===== config.mk =====
export PLATFORM = sky130hd
export DESIGN_NAME = irq_ctrl_top
export DESIGN_NICKNAME = d
export VERILOG_FILES = /design/src/rtl/irq_pkg.sv /design/src/rtl/irq_src_cell.sv /design/src/rtl/irq_arbiter.sv /design/src/rtl/irq_ctrl_top.sv
export SDC_FILE = /design/constraint.sdc
export NUM_CORES = 1
export LEC_CHECK = 0
export ABC_AREA = 0
export BUFFER_PORTS_ARGS = -buffer_cell sky130_fd_sc_hd__buf_2
export CORE_UTILIZATION = 30
export DETAILED_ROUTE_END_ITERATION = 16
export GPL_ROUTABILITY_DRIVEN = 0
export GPL_TIMING_DRIVEN = 0
export PLACE_DENSITY_LB_ADDON = 0.15
export SETUP_SLACK_MARGIN = 0.3
export SYNTH_ARGS = -nofsm -noshare
export SYNTH_HDL_FRONTEND = slang
export SYNTH_SLANG_ARGS = --single-unit

===== constraint.sdc =====
create_clock -name clk_i -period 16.1 [get_ports clk_i]
set_input_delay 2.415 -clock clk_i [delete_from_list [all_inputs] [get_ports clk_i]]
set_output_delay 2.415 -clock clk_i [all_outputs]
set_load 0.05 [all_outputs]

===== src/rtl/irq_pkg.sv =====
package irq_pkg;
  localparam int LVL_W     = 3;
  localparam int PEND_BIT  = 4;
  localparam int SYNC_N    = 2;
  localparam logic [7:0] NONE_CODE = 8'hFF;
  typedef logic [LVL_W-1:0] lvl_t;
  localparam lvl_t LVL_OFF = 3'd7;
endpackage


===== src/rtl/irq_src_cell.sv =====
module irq_src_cell
  import irq_pkg::*;
#(
  parameter bit EDGE = 1'b1
) (
  input  logic       clk_i,
  input  logic       rst_ni,
  input  logic       req_i,
  input  logic       wr_i,
  input  logic [7:0] wdata_i,
  input  logic       ack_i,
  output logic       pend_o,
  output lvl_t       lvl_o
);
  logic [SYNC_N-1:0] sync_q;
  logic req_s, req_d_q, pend_q;
  lvl_t lvl_q;

  always_ff @(posedge clk_i or negedge rst_ni) begin
    if (!rst_ni) begin
      sync_q  <= '0;
      req_d_q <= 1'b0;
    end else begin
      sync_q  <= {sync_q[SYNC_N-2:0], req_i};
      req_d_q <= req_s;
    end
  end
  assign req_s = sync_q[SYNC_N-1];

  always_ff @(posedge clk_i or negedge rst_ni) begin
    if (!rst_ni)   lvl_q <= LVL_OFF;
    else if (wr_i) lvl_q <= wdata_i[LVL_W-1:0];
  end

  generate
    if (EDGE) begin : g_edge
      logic rise, clr, set;
      assign rise = req_s & ~req_d_q;
      assign clr  = (wr_i & ~wdata_i[PEND_BIT]) | ack_i;
      assign set  = (wr_i &  wdata_i[PEND_BIT]) | rise;
      // clear dominates any same-cycle set
      always_ff @(posedge clk_i or negedge rst_ni) begin
        if (!rst_ni)  pend_q <= 1'b0;
        else if (clr) pend_q <= 1'b0;
        else if (set) pend_q <= 1'b1;
      end

      a_r6_clear_wins: assert property (@(posedge clk_i) disable iff (!rst_ni)
        clr |=> !pend_o);
      a_r3_rise_sets: assert property (@(posedge clk_i) disable iff (!rst_ni)
        (rise && !clr) |=> pend_o);
    end else begin : g_level
      always_ff @(posedge clk_i or negedge rst_ni) begin
        if (!rst_ni) pend_q <= 1'b0;
        else         pend_q <= req_s;
      end

      a_r5_write_ignored: assert property (@(posedge clk_i) disable iff (!rst_ni)
        (wr_i && req_s) |=> pend_o);
      a_r8_ack_ignored: assert property (@(posedge clk_i) disable iff (!rst_ni)
        (ack_i && req_s) |=> pend_o);
    end
  endgenerate

  assign pend_o = pend_q;
  assign lvl_o  = lvl_q;
endmodule


===== src/rtl/irq_arbiter.sv =====
module irq_arbiter
  import irq_pkg::*;
#(
  parameter int N_SRC = 8,
  localparam int IDX_W = $clog2(N_SRC)
) (
  input  logic [N_SRC-1:0]            pend_i,
  input  logic [N_SRC-1:0][LVL_W-1:0] lvl_i,
  output logic                        valid_o,
  output logic [IDX_W-1:0]            idx_o,
  output lvl_t                        lvl_o
);
  always_comb begin
    valid_o = 1'b0;
    idx_o   = '0;
    lvl_o   = LVL_OFF;
    for (int i = 0; i < N_SRC; i++) begin
      // strict compare keeps the lower index on ties
      if (pend_i[i] && lvl_i[i] != LVL_OFF && (!valid_o || lvl_i[i] < lvl_o)) begin
        valid_o = 1'b1;
        idx_o   = IDX_W'(i);
        lvl_o   = lvl_i[i];
      end
    end
  end
endmodule


===== src/rtl/irq_ctrl_top.sv =====
module irq_ctrl_top
  import irq_pkg::*;
#(
  parameter int                N_SRC     = 8,
  parameter logic [N_SRC-1:0]  EDGE_MASK = N_SRC'('h0F),
  parameter int                ADDR_W    = $clog2(N_SRC + 2)
) (
  input  logic              clk_i,
  input  logic              rst_ni,
  input  logic [N_SRC-1:0]  req_i,
  input  logic [ADDR_W-1:0] addr_i,
  input  logic              wr_en_i,
  input  logic [7:0]        wdata_i,
  input  logic              rd_en_i,
  output logic [7:0]        rdata_o,
  output logic              irq_o
);
  localparam int IDX_W = $clog2(N_SRC);
  localparam logic [ADDR_W-1:0] VEC_ADDR  = ADDR_W'(N_SRC);
  localparam logic [ADDR_W-1:0] MASK_ADDR = ADDR_W'(N_SRC + 1);

  logic [N_SRC-1:0]            pend, wr_sel, ack;
  logic [N_SRC-1:0][LVL_W-1:0] lvl;
  logic                        win_valid, vec_rd;
  logic [IDX_W-1:0]            win_idx;
  lvl_t                        win_lvl, mask_q;

  assign vec_rd = rd_en_i && addr_i == VEC_ADDR;

  generate
    for (genvar i = 0; i < N_SRC; i++) begin : g_src
      assign wr_sel[i] = wr_en_i && addr_i == ADDR_W'(i);
      assign ack[i]    = vec_rd && win_valid && win_idx == IDX_W'(i);
      irq_src_cell #(.EDGE(EDGE_MASK[i])) u_cell (
        .clk_i  (clk_i),
        .rst_ni (rst_ni),
        .req_i  (req_i[i]),
        .wr_i   (wr_sel[i]),
        .wdata_i(wdata_i),
        .ack_i  (ack[i]),
        .pend_o (pend[i]),
        .lvl_o  (lvl[i])
      );

      a_r9_lowest_wins: assert property (@(posedge clk_i) disable iff (!rst_ni)
        (win_valid && pend[i] && lvl[i] != LVL_OFF) |->
          (lvl[i] > win_lvl || (lvl[i] == win_lvl && IDX_W'(i) >= win_idx)));
    end
  endgenerate

  irq_arbiter #(.N_SRC(N_SRC)) u_arb (
    .pend_i (pend),
    .lvl_i  (lvl),
    .valid_o(win_valid),
    .idx_o  (win_idx),
    .lvl_o  (win_lvl)
  );

  always_ff @(posedge clk_i or negedge rst_ni) begin
    if (!rst_ni)                             mask_q <= LVL_OFF;
    else if (vec_rd && win_valid)            mask_q <= win_lvl;
    else if (wr_en_i && addr_i == MASK_ADDR) mask_q <= wdata_i[LVL_W-1:0];
  end

  assign irq_o = win_valid && (win_lvl < mask_q);

  always_comb begin
    rdata_o = '0;
    if (addr_i < ADDR_W'(N_SRC)) begin
      rdata_o[PEND_BIT]    = pend[addr_i[IDX_W-1:0]];
      rdata_o[LVL_W-1:0]   = lvl[addr_i[IDX_W-1:0]];
    end else if (addr_i == VEC_ADDR) begin
      rdata_o = win_valid ? 8'(win_idx) : NONE_CODE;
    end else if (addr_i == MASK_ADDR) begin
      rdata_o[LVL_W-1:0] = mask_q;
    end
  end

  a_r11_mask_load: assert property (@(posedge clk_i) disable iff (!rst_ni)
    (vec_rd && win_valid) |=> mask_q == $past(win_lvl));
  a_r11_mask_hold: assert property (@(posedge clk_i) disable iff (!rst_ni)
    (vec_rd && !win_valid) |=> $stable(mask_q));
  a_r10_no_disabled_irq: assert property (@(posedge clk_i) disable iff (!rst_ni)
    irq_o |-> (win_lvl != LVL_OFF && pend[win_idx]));
  a_r7_single_ack: assert property (@(posedge clk_i) disable iff (!rst_ni)
    $onehot0(ack));
endmodule


Word level (Yosys, flattened, before mapping)
Cells that the tools add are included.
{ "classes": {"n_lt_le_gt_ge": 10, "n_eq_ne": 20, "n_mux": 45, "n_bitwise": 25, "n_reduce_logical": 52} }
{ "ops": {"columns": ["cell", "count"], "rows": [
  ["$mux W3", 19],
  ["$logic_and A1 B1 Y1", 31],
  ["$lt A3 B3 Y1", 8],
  ["$ne A3 B3 Y1 const B", 8],
  ["$mux W1", 20],
  ["$eq A4 B3 Y1 const B", 4],
  ["$and A1 B1 Y1", 12],
  ["$reduce_bool A2 Y1", 5],
  ["$bmux W3 S3", 1],
  ["$eq A4 B2 Y1 const B", 2],
  ["$eq A4 B4 Y1 const B", 2],
  ["$mux W8", 1],
  ["$or A1 B1 Y1", 8],
  ["$logic_not A1 Y1", 7],
  ["$logic_or A1 B1 Y1", 7],
  ["$eq A3 B2 Y1 const B", 2],
  ["$mux W5", 1],
  ["$not A1 Y1", 5],
  ["$eq A4 B1 Y1 const B", 1],
  ["$logic_not A4 Y1", 1],
  ["$lt A3 B4 Y1 const B", 1],
  ["$lt A4 B4 Y1 const B", 1],
  ["$mux W2", 2],
  ["$bmux W1 S3", 1],
  ["other kinds (2)", 2]
]} }
{ "word_totals": {"register_bits": 55, "output_inout_bits": 9} }

Depth between registers and ports, before layout
{ "depth": {"ltp_word": 35, "mapped_depth": 48} }

Hierarchy
Synthesis repeated with hierarchy kept, for this count alone.
{ "unflattened": {"hier_cells": 412, "hier_area_um2": 3917.5} }
{ "by_module_without_submodules": {"columns": ["mod", "n_inst", "cells_per_inst", "area_each_um2", "seq_area_each_um2"], "rows": [
  ["irq_arbiter", 1, 213, 1373.8, 0.0],
  ["irq_src_cell (g_src[0].u_cell ...)", 4, 14, 235.2, 178.9],
  ["irq_ctrl_top", 1, 107, 852.1, 78.8],
  ["irq_src_cell (g_src[4].u_cell ...)", 4, 9, 187.7, 153.9]
]} }

Worst setup path before layout
Ideal clock, no wire load.
{ "synth_path": {"path_type": "register to output", "startpoint": "reg g_src[0].u_cell.pend_q", "endpoint": "out irq_o", "t_arrival_ns": 9.402, "required_ns": 13.685, "setup_slack_ns": 4.283, "stages_incl_launch_ff": 46, "path_cell_list": "dfrtp_1 -> clkbuf_1 -> nor2b_1 -> ha_1 -> a31oi_1 -> nand2_1 -> a21oi_1 -> mux2_2 -> ha_1 -> o21ai_0 -> a2111oi_2 -> nor2_1 -> nor2_1 -> a21oi_1 -> ha_1 -> nor2_1 -> o21ba_2 -> a31oi_1 -> [... 10 more ...] -> nand2_1 -> nor2_1 -> a21oi_1 -> inv_1 -> ha_1 -> a21o_2 -> nor2_1 -> a21boi_0 -> nand2b_1 -> mux2i_1 -> ha_1 -> or4_2 -> a2bb2oi_1 -> o311a_4 -> mux2_4 -> ha_1 -> nand3b_1 -> o21ai_1"} }
{ "synth_via": {"elab_chain_cells": 32} }
{ "synth_lines": {"columns": ["item", "line", "source"], "rows": [
  ["from (decl)", "irq_src_cell.sv:16", "logic req_s, req_d_q, pend_q;"],
  ["from (signal assigned)", "irq_src_cell.sv:43", "if (!rst_ni) pend_q <= 1'b0;"],
  ["from (signal assigned)", "irq_src_cell.sv:44", "else if (clr) pend_q <= 1'b0;"],
  ["from (signal assigned)", "irq_src_cell.sv:45", "else if (set) pend_q <= 1'b1;"],
  ["$logic_and A1 B1 Y1 *", "irq_arbiter.sv:19", "if (pend_i[i] && lvl_i[i] != LVL_OFF && (!valid_o || lvl_i[i] < lvl_o)) begin"],
  ["$mux W3 / $mux W1 (equally long branches)", "irq_arbiter.sv:19", null],
  ["$lt A3 B3 Y1 / $logic_not A1 Y1 (equally long branches)", "irq_arbiter.sv:19", null],
  ["$logic_or A1 B1 Y1", "irq_arbiter.sv:19", null],
  ["$logic_and A1 B1 Y1", "irq_arbiter.sv:19", null],
  ["$mux W3 / $mux W1 (equally long branches)", "irq_arbiter.sv:19", null],
  ["$lt A3 B3 Y1 / $logic_not A1 Y1 (equally long branches)", "irq_arbiter.sv:19", null],
  ["$logic_or A1 B1 Y1", "irq_arbiter.sv:19", null],
  ["[... 16 more ...]", null, null],
  ["$logic_and A1 B1 Y1", "irq_arbiter.sv:19", null],
  ["$mux W3 / $mux W1 (equally long branches)", "irq_arbiter.sv:19", null],
  ["$lt A3 B3 Y1 / $logic_not A1 Y1 (equally long branches)", "irq_arbiter.sv:19", null],
  ["$logic_or A1 B1 Y1", "irq_arbiter.sv:19", null],
  ["$logic_and A1 B1 Y1", "irq_arbiter.sv:19", null],
  ["$mux W3", "irq_arbiter.sv:19", null],
  ["$lt A3 B3 Y1", "irq_ctrl_top.sv:65", "assign irq_o = win_valid && (win_lvl < mask_q);"],
  ["$logic_and A1 B1 Y1 *", "irq_ctrl_top.sv:65", null],
  ["to (decl)", "irq_ctrl_top.sv:16", "output logic irq_o"]
]} }
Mark *: on every way between the ends. The rest lies on a longest branch, timed or not.

Worst setup path in the final report
Same ends and word-level chain as after synthesis.

==> results summary <==
The total DRC errors in the routed layout came out at 0. The horizontal extent of the die came out at around 110 microns. The setup violation total in the final timing report came out at 0. The worst-margin pin slew came out at around 1.2 ns. The antenna cell count is 0. For the finished layout, the period the worst path requires is approximately 13 ns. The die is between 100 and 150 microns tall. For this design, the sink count on the clock tree is 55.

The area fraction in compound gates after synthesis is 0.227. The highest ir drop seen on vdd came out at between 0.00009 and 0.0001 V. On the worst path, the slowest cell contributes a delay of around 0.60 ns.

The routed wirelength normalized by instance count came out at between 15 and 20 microns. The minimum setup slack in the final design came out at roughly 2.8 ns. The share of flip-flops with an asynchronous set or reset after synthesis came out at 1.00.

The final setup TNS came out at 0 ns. For this run, the number of standard cells in the final layout without fillers is 590. The kind of critical path is reg -> out.

The number of distinct library cell variants in the gate-level netlist after synthesis is between 70 and 80. The remaining max-slew budget at the tightest pin is 0.219. The clock latency at the later pin of the worst-skew pair came out at around 0.30 ns. Buffers placed on the I/O ports in this run total 26.

The pre-CTS setup slack came out at 3.16 ns. The via count of the first global-routing pass came to about 3100. For this design, the slowest cell found on the critical path is or4_2.

The worst setup path is launched from a register. The main combinational cell family by area after synthesis is compound AO/OA/AOI/OAI gates. In this run, CTS created clock tree buffers numbering 5.

The level count of the clock H-tree is 2. The number of search-and-repair iterations in the first detailed-routing pass is 5. The largest delay contributor family on the critical path is compound AO/OA/AOI/OAI gates.

The predominant post-synthesis flop cell is dfrtp_1. The sequential share of power came out at 0.227. The initial core utilization is 0.311.

The count of flip-flops with a built-in enable after synthesis is 0. The tightest min-delay check is of the reg -> reg type. The layout overhead on the synthesized area came out at 13.7%.

Across the run, the number of max-cap violations was 0. The net switching power is approximately 0.42 mW. The pin count of the biggest net entering global routing came out at between 50 and 60. The largest clock skew in the final design is about 0.0049 ns. The count of buffers added by post-CTS timing repair for setup is 0. The XOR/XNOR share of the synthesized area is 0.

The total area of multi-input combinational cells came out at between 2000 and 2500 sq um. The number of synthesized register bits came out at 55. The run finished with clean final reports. The maximum operating frequency came out at 75.0 MHz. The average cell area after synthesis came out at approximately 9.7 sq um. The die covers 13000 sq um.

The cell total after placement is about 580. Of the total power, the share spent switching nets is 0.466. The final hold violation count is 0. The most repeated library cell on the critical path is ha_1. The simple-gate area share of the yosys netlist came out at 0.190. The number of buffers and inverters on the critical path came out at 3.

The max-slew violation count came to 0. The wire length of the first global-routing pass is 16200 microns. After clock tree synthesis, the clock-pin slew on the worst setup and hold paths is around 0.070 ns. In this run, post-CTS repair resized a total of 0 instances. The post-synthesis net count is about 420. The portion of the post-synthesis area used by sequential elements came out at 0.374.

The multiplexer area fraction after synthesis came out at 0.132. The worst path required time is between 10 and 15 ns. The longest clock path from root to sink contains 2 buffers. The worst setup path is captured at a primary output.

The part of the total power dissipated in the clock network is 0.140. The standard-cell row count is 40. After floorplanning, the core was sized to cover 12100 sq um.

The data arrival at the endpoint of the critical path came out at 10.91 ns. The part of the power in combinational logic came out at 0.633. The analysis attributes to cell leakage a power of between 1.5 and 2 nW. The cell area after placement came out at 4110 sq um. During synthesis, Yosys emitted a total of 0 warnings. The total via count in the routed design came out at roughly 3100. For this run, the total global-route usage over all layers was measured as 0.160. The critical-path maximum fanout is 10. Of the cells placed in the final design, the portion with a size suffix greater than 1 is 0.303. The area of the mapped netlist is between 3000 and 4000 sq um. TritonCTS built the clock tree. With fillers left out, the area of the finished cells amounts to about 4300 sq um. The I/O pin total came out at 33. The detailed router's first-iteration violation count came out at between 150 and 200.

Setup repair after global routing left no endpoint under its margin. The number of instances in the synthesized netlist came out at between 300 and 400. The post-route clock period utilization came out at 0.828. The detailed placer's ending HPWL is 7920 microns. The cell-internal power is around 0.49 mW. Clock tree synthesis selected as its root buffer the cell clkbuf_16. The adder-cell share of the synthesized area came out at 0.0325.

Summed over all layers, the routed wires come to ~10000 microns. The final layout contains 454 nets. Power spread over the standard cell area amounts to ~210 nW/um^2. The flip-flop and latch area is between 1000 and 1500 sq um. The hold buffer count at CTS came out at 0. After detailed routing, the number of vias per cell comes to 5.31.

The residual overflow from global routing is 0. The total of fill cells in the finished design came out at roughly 1300. The count of nets left with antenna violations once routing finished came out at 0.

The initial antenna violation count is 0.
layout make-up:
| type | count | share of cell area |
|---|---|---|
| well taps | 168 | 0.0490 |
| repair buffers | 26 | 0.0304 |
| clock buffers | 6 | 0.0324 |
| inverters | 24 | 0.0210 |
| clock inverters | 2 | 0.00905 |
| flip-flops and latches | 55 | 0.329 |
| multi-input cells | 296 | 0.512 |
| plain buffers | 13 | 0.0175 |
kinds of logic after synthesis:
family                   count (synthesis)
flip-flops                              55
AND/OR/NAND/NOR                        138
multiplexers                            36
AO/OA/AOI/OAI                          112
buffers and inverters                   37
adder cells (fa/ha/maj)                 10
through the flow:
| stage | hold WS (ns) | total power, mW | utilization |
|---|---|---|---|
| floorplan | 0.331 | 0.643 | - |
| global placement | 0.332 | 0.773 | 0.339 |
| detailed placement | 0.336 | 0.777 | 0.339 |
| CTS | 0.352 | 0.910 | 0.354 |
| global route | 0.360 | 0.978 | 0.354 |
| finish | 0.349 | 0.909 | 0.354 |
worst reg2reg max path: cells and delay by family (launching register included):
family          cells  cell delay [ns]
buf+inv             2             0.47
mux                 4             1.20
flops               1             0.40
compound gates     17             3.50
fa+ha+maj           7             1.94
simple gates       12             2.52
Yosys cell counts, drive strengths merged (9+ instances only):
library cell  count  area (sq um)
ha                9           113
nor2             23          86.3
a21oi            20           104
dfstp            27           709
o211ai            9          67.6
nand3            19           105
a31oi             9          56.3
dfrtp            28           701
mux2             22           255
inv              24          90.1
nand2b            9          56.3
o21ai            19          95.1
nand2            41           156
final timing paths:
kind | from | end | cells after the start | slack, ns
hold / removal | g_src[3].u_cell.sync_q[0]$_DFF_PN0_ | g_src[3].u_cell.sync_q[1]$_DFF_PN0_ | 0 | 0.35
setup / recovery | g_src[0].u_cell.pend_o$_DFFE_PN0P_ | irq_o | 46 | 2.77
setup reg to reg | g_src[0].u_cell.pend_o$_DFFE_PN0P_ | mask_q[0]$_DFFE_PN1P_ | 42 | 6.01
min in group asynchronous | rst_ni | g_src[0].u_cell.req_d_q$_DFF_PN0_ | 1 | 2.36
max in group asynchronous | rst_ni | g_src[7].u_cell.pend_o$_DFF_PN0_ | 1 | 13.04
hold reg to reg | g_src[3].u_cell.sync_q[0]$_DFF_PN0_ | g_src[3].u_cell.sync_q[1]$_DFF_PN0_ | 0 | 0.35
power groups by stage:
stage	combinational [mW]	sequential (mW)	clock (mW)
final	0.575	0.207	0.127
after detailed placement	0.570	0.208	0
after floorplan	0.448	0.194	0
after global routing	0.632	0.210	0.136
after CTS	0.574	0.205	0.131
after global placement	0.566	0.208	0
cell usage in the layout (no fill, tap or decap), drive strengths merged, types with 4 or more instances in the layout:
cell / instances
o21ai: 19
buf: 32
a31oi: 9
and2: 6
clkbuf: 13
a211o: 4
mux4: 8
dfrtp: 28
and3: 5
nor2: 23
a21o: 7
nor3: 5
ha: 9
nand3: 19
nand2b: 9
inv: 25
o211ai: 9
nand3b: 6
nor2b: 7
or3: 4
dfstp: 27
mux2i: 6
mux2: 22
nand2: 41
a21oi: 20
a211oi: 8
sequential cells by signal, summed over array words and instances, names as in the netlist:
register	cells
g_src.u_cell.req_d_q	4
g_src.u_cell.lvl_o	24
g_src.u_cell.sync_q	16
g_src.u_cell.pend_o	8
mask_q	3
routing by layer:
layer | vias up | GRT usage | share of wire
met5 | - | 0 | 0
met4 | 0 | 0.0364 | 0.010
met3 | 8 | 0.0185 | 0.036
met2 | 55 | 0.280 | 0.48
met1 | 1548 | 0.213 | 0.48
li1 | 1520 | - | -
Note: power is estimated with default switching activity, not from simulation.
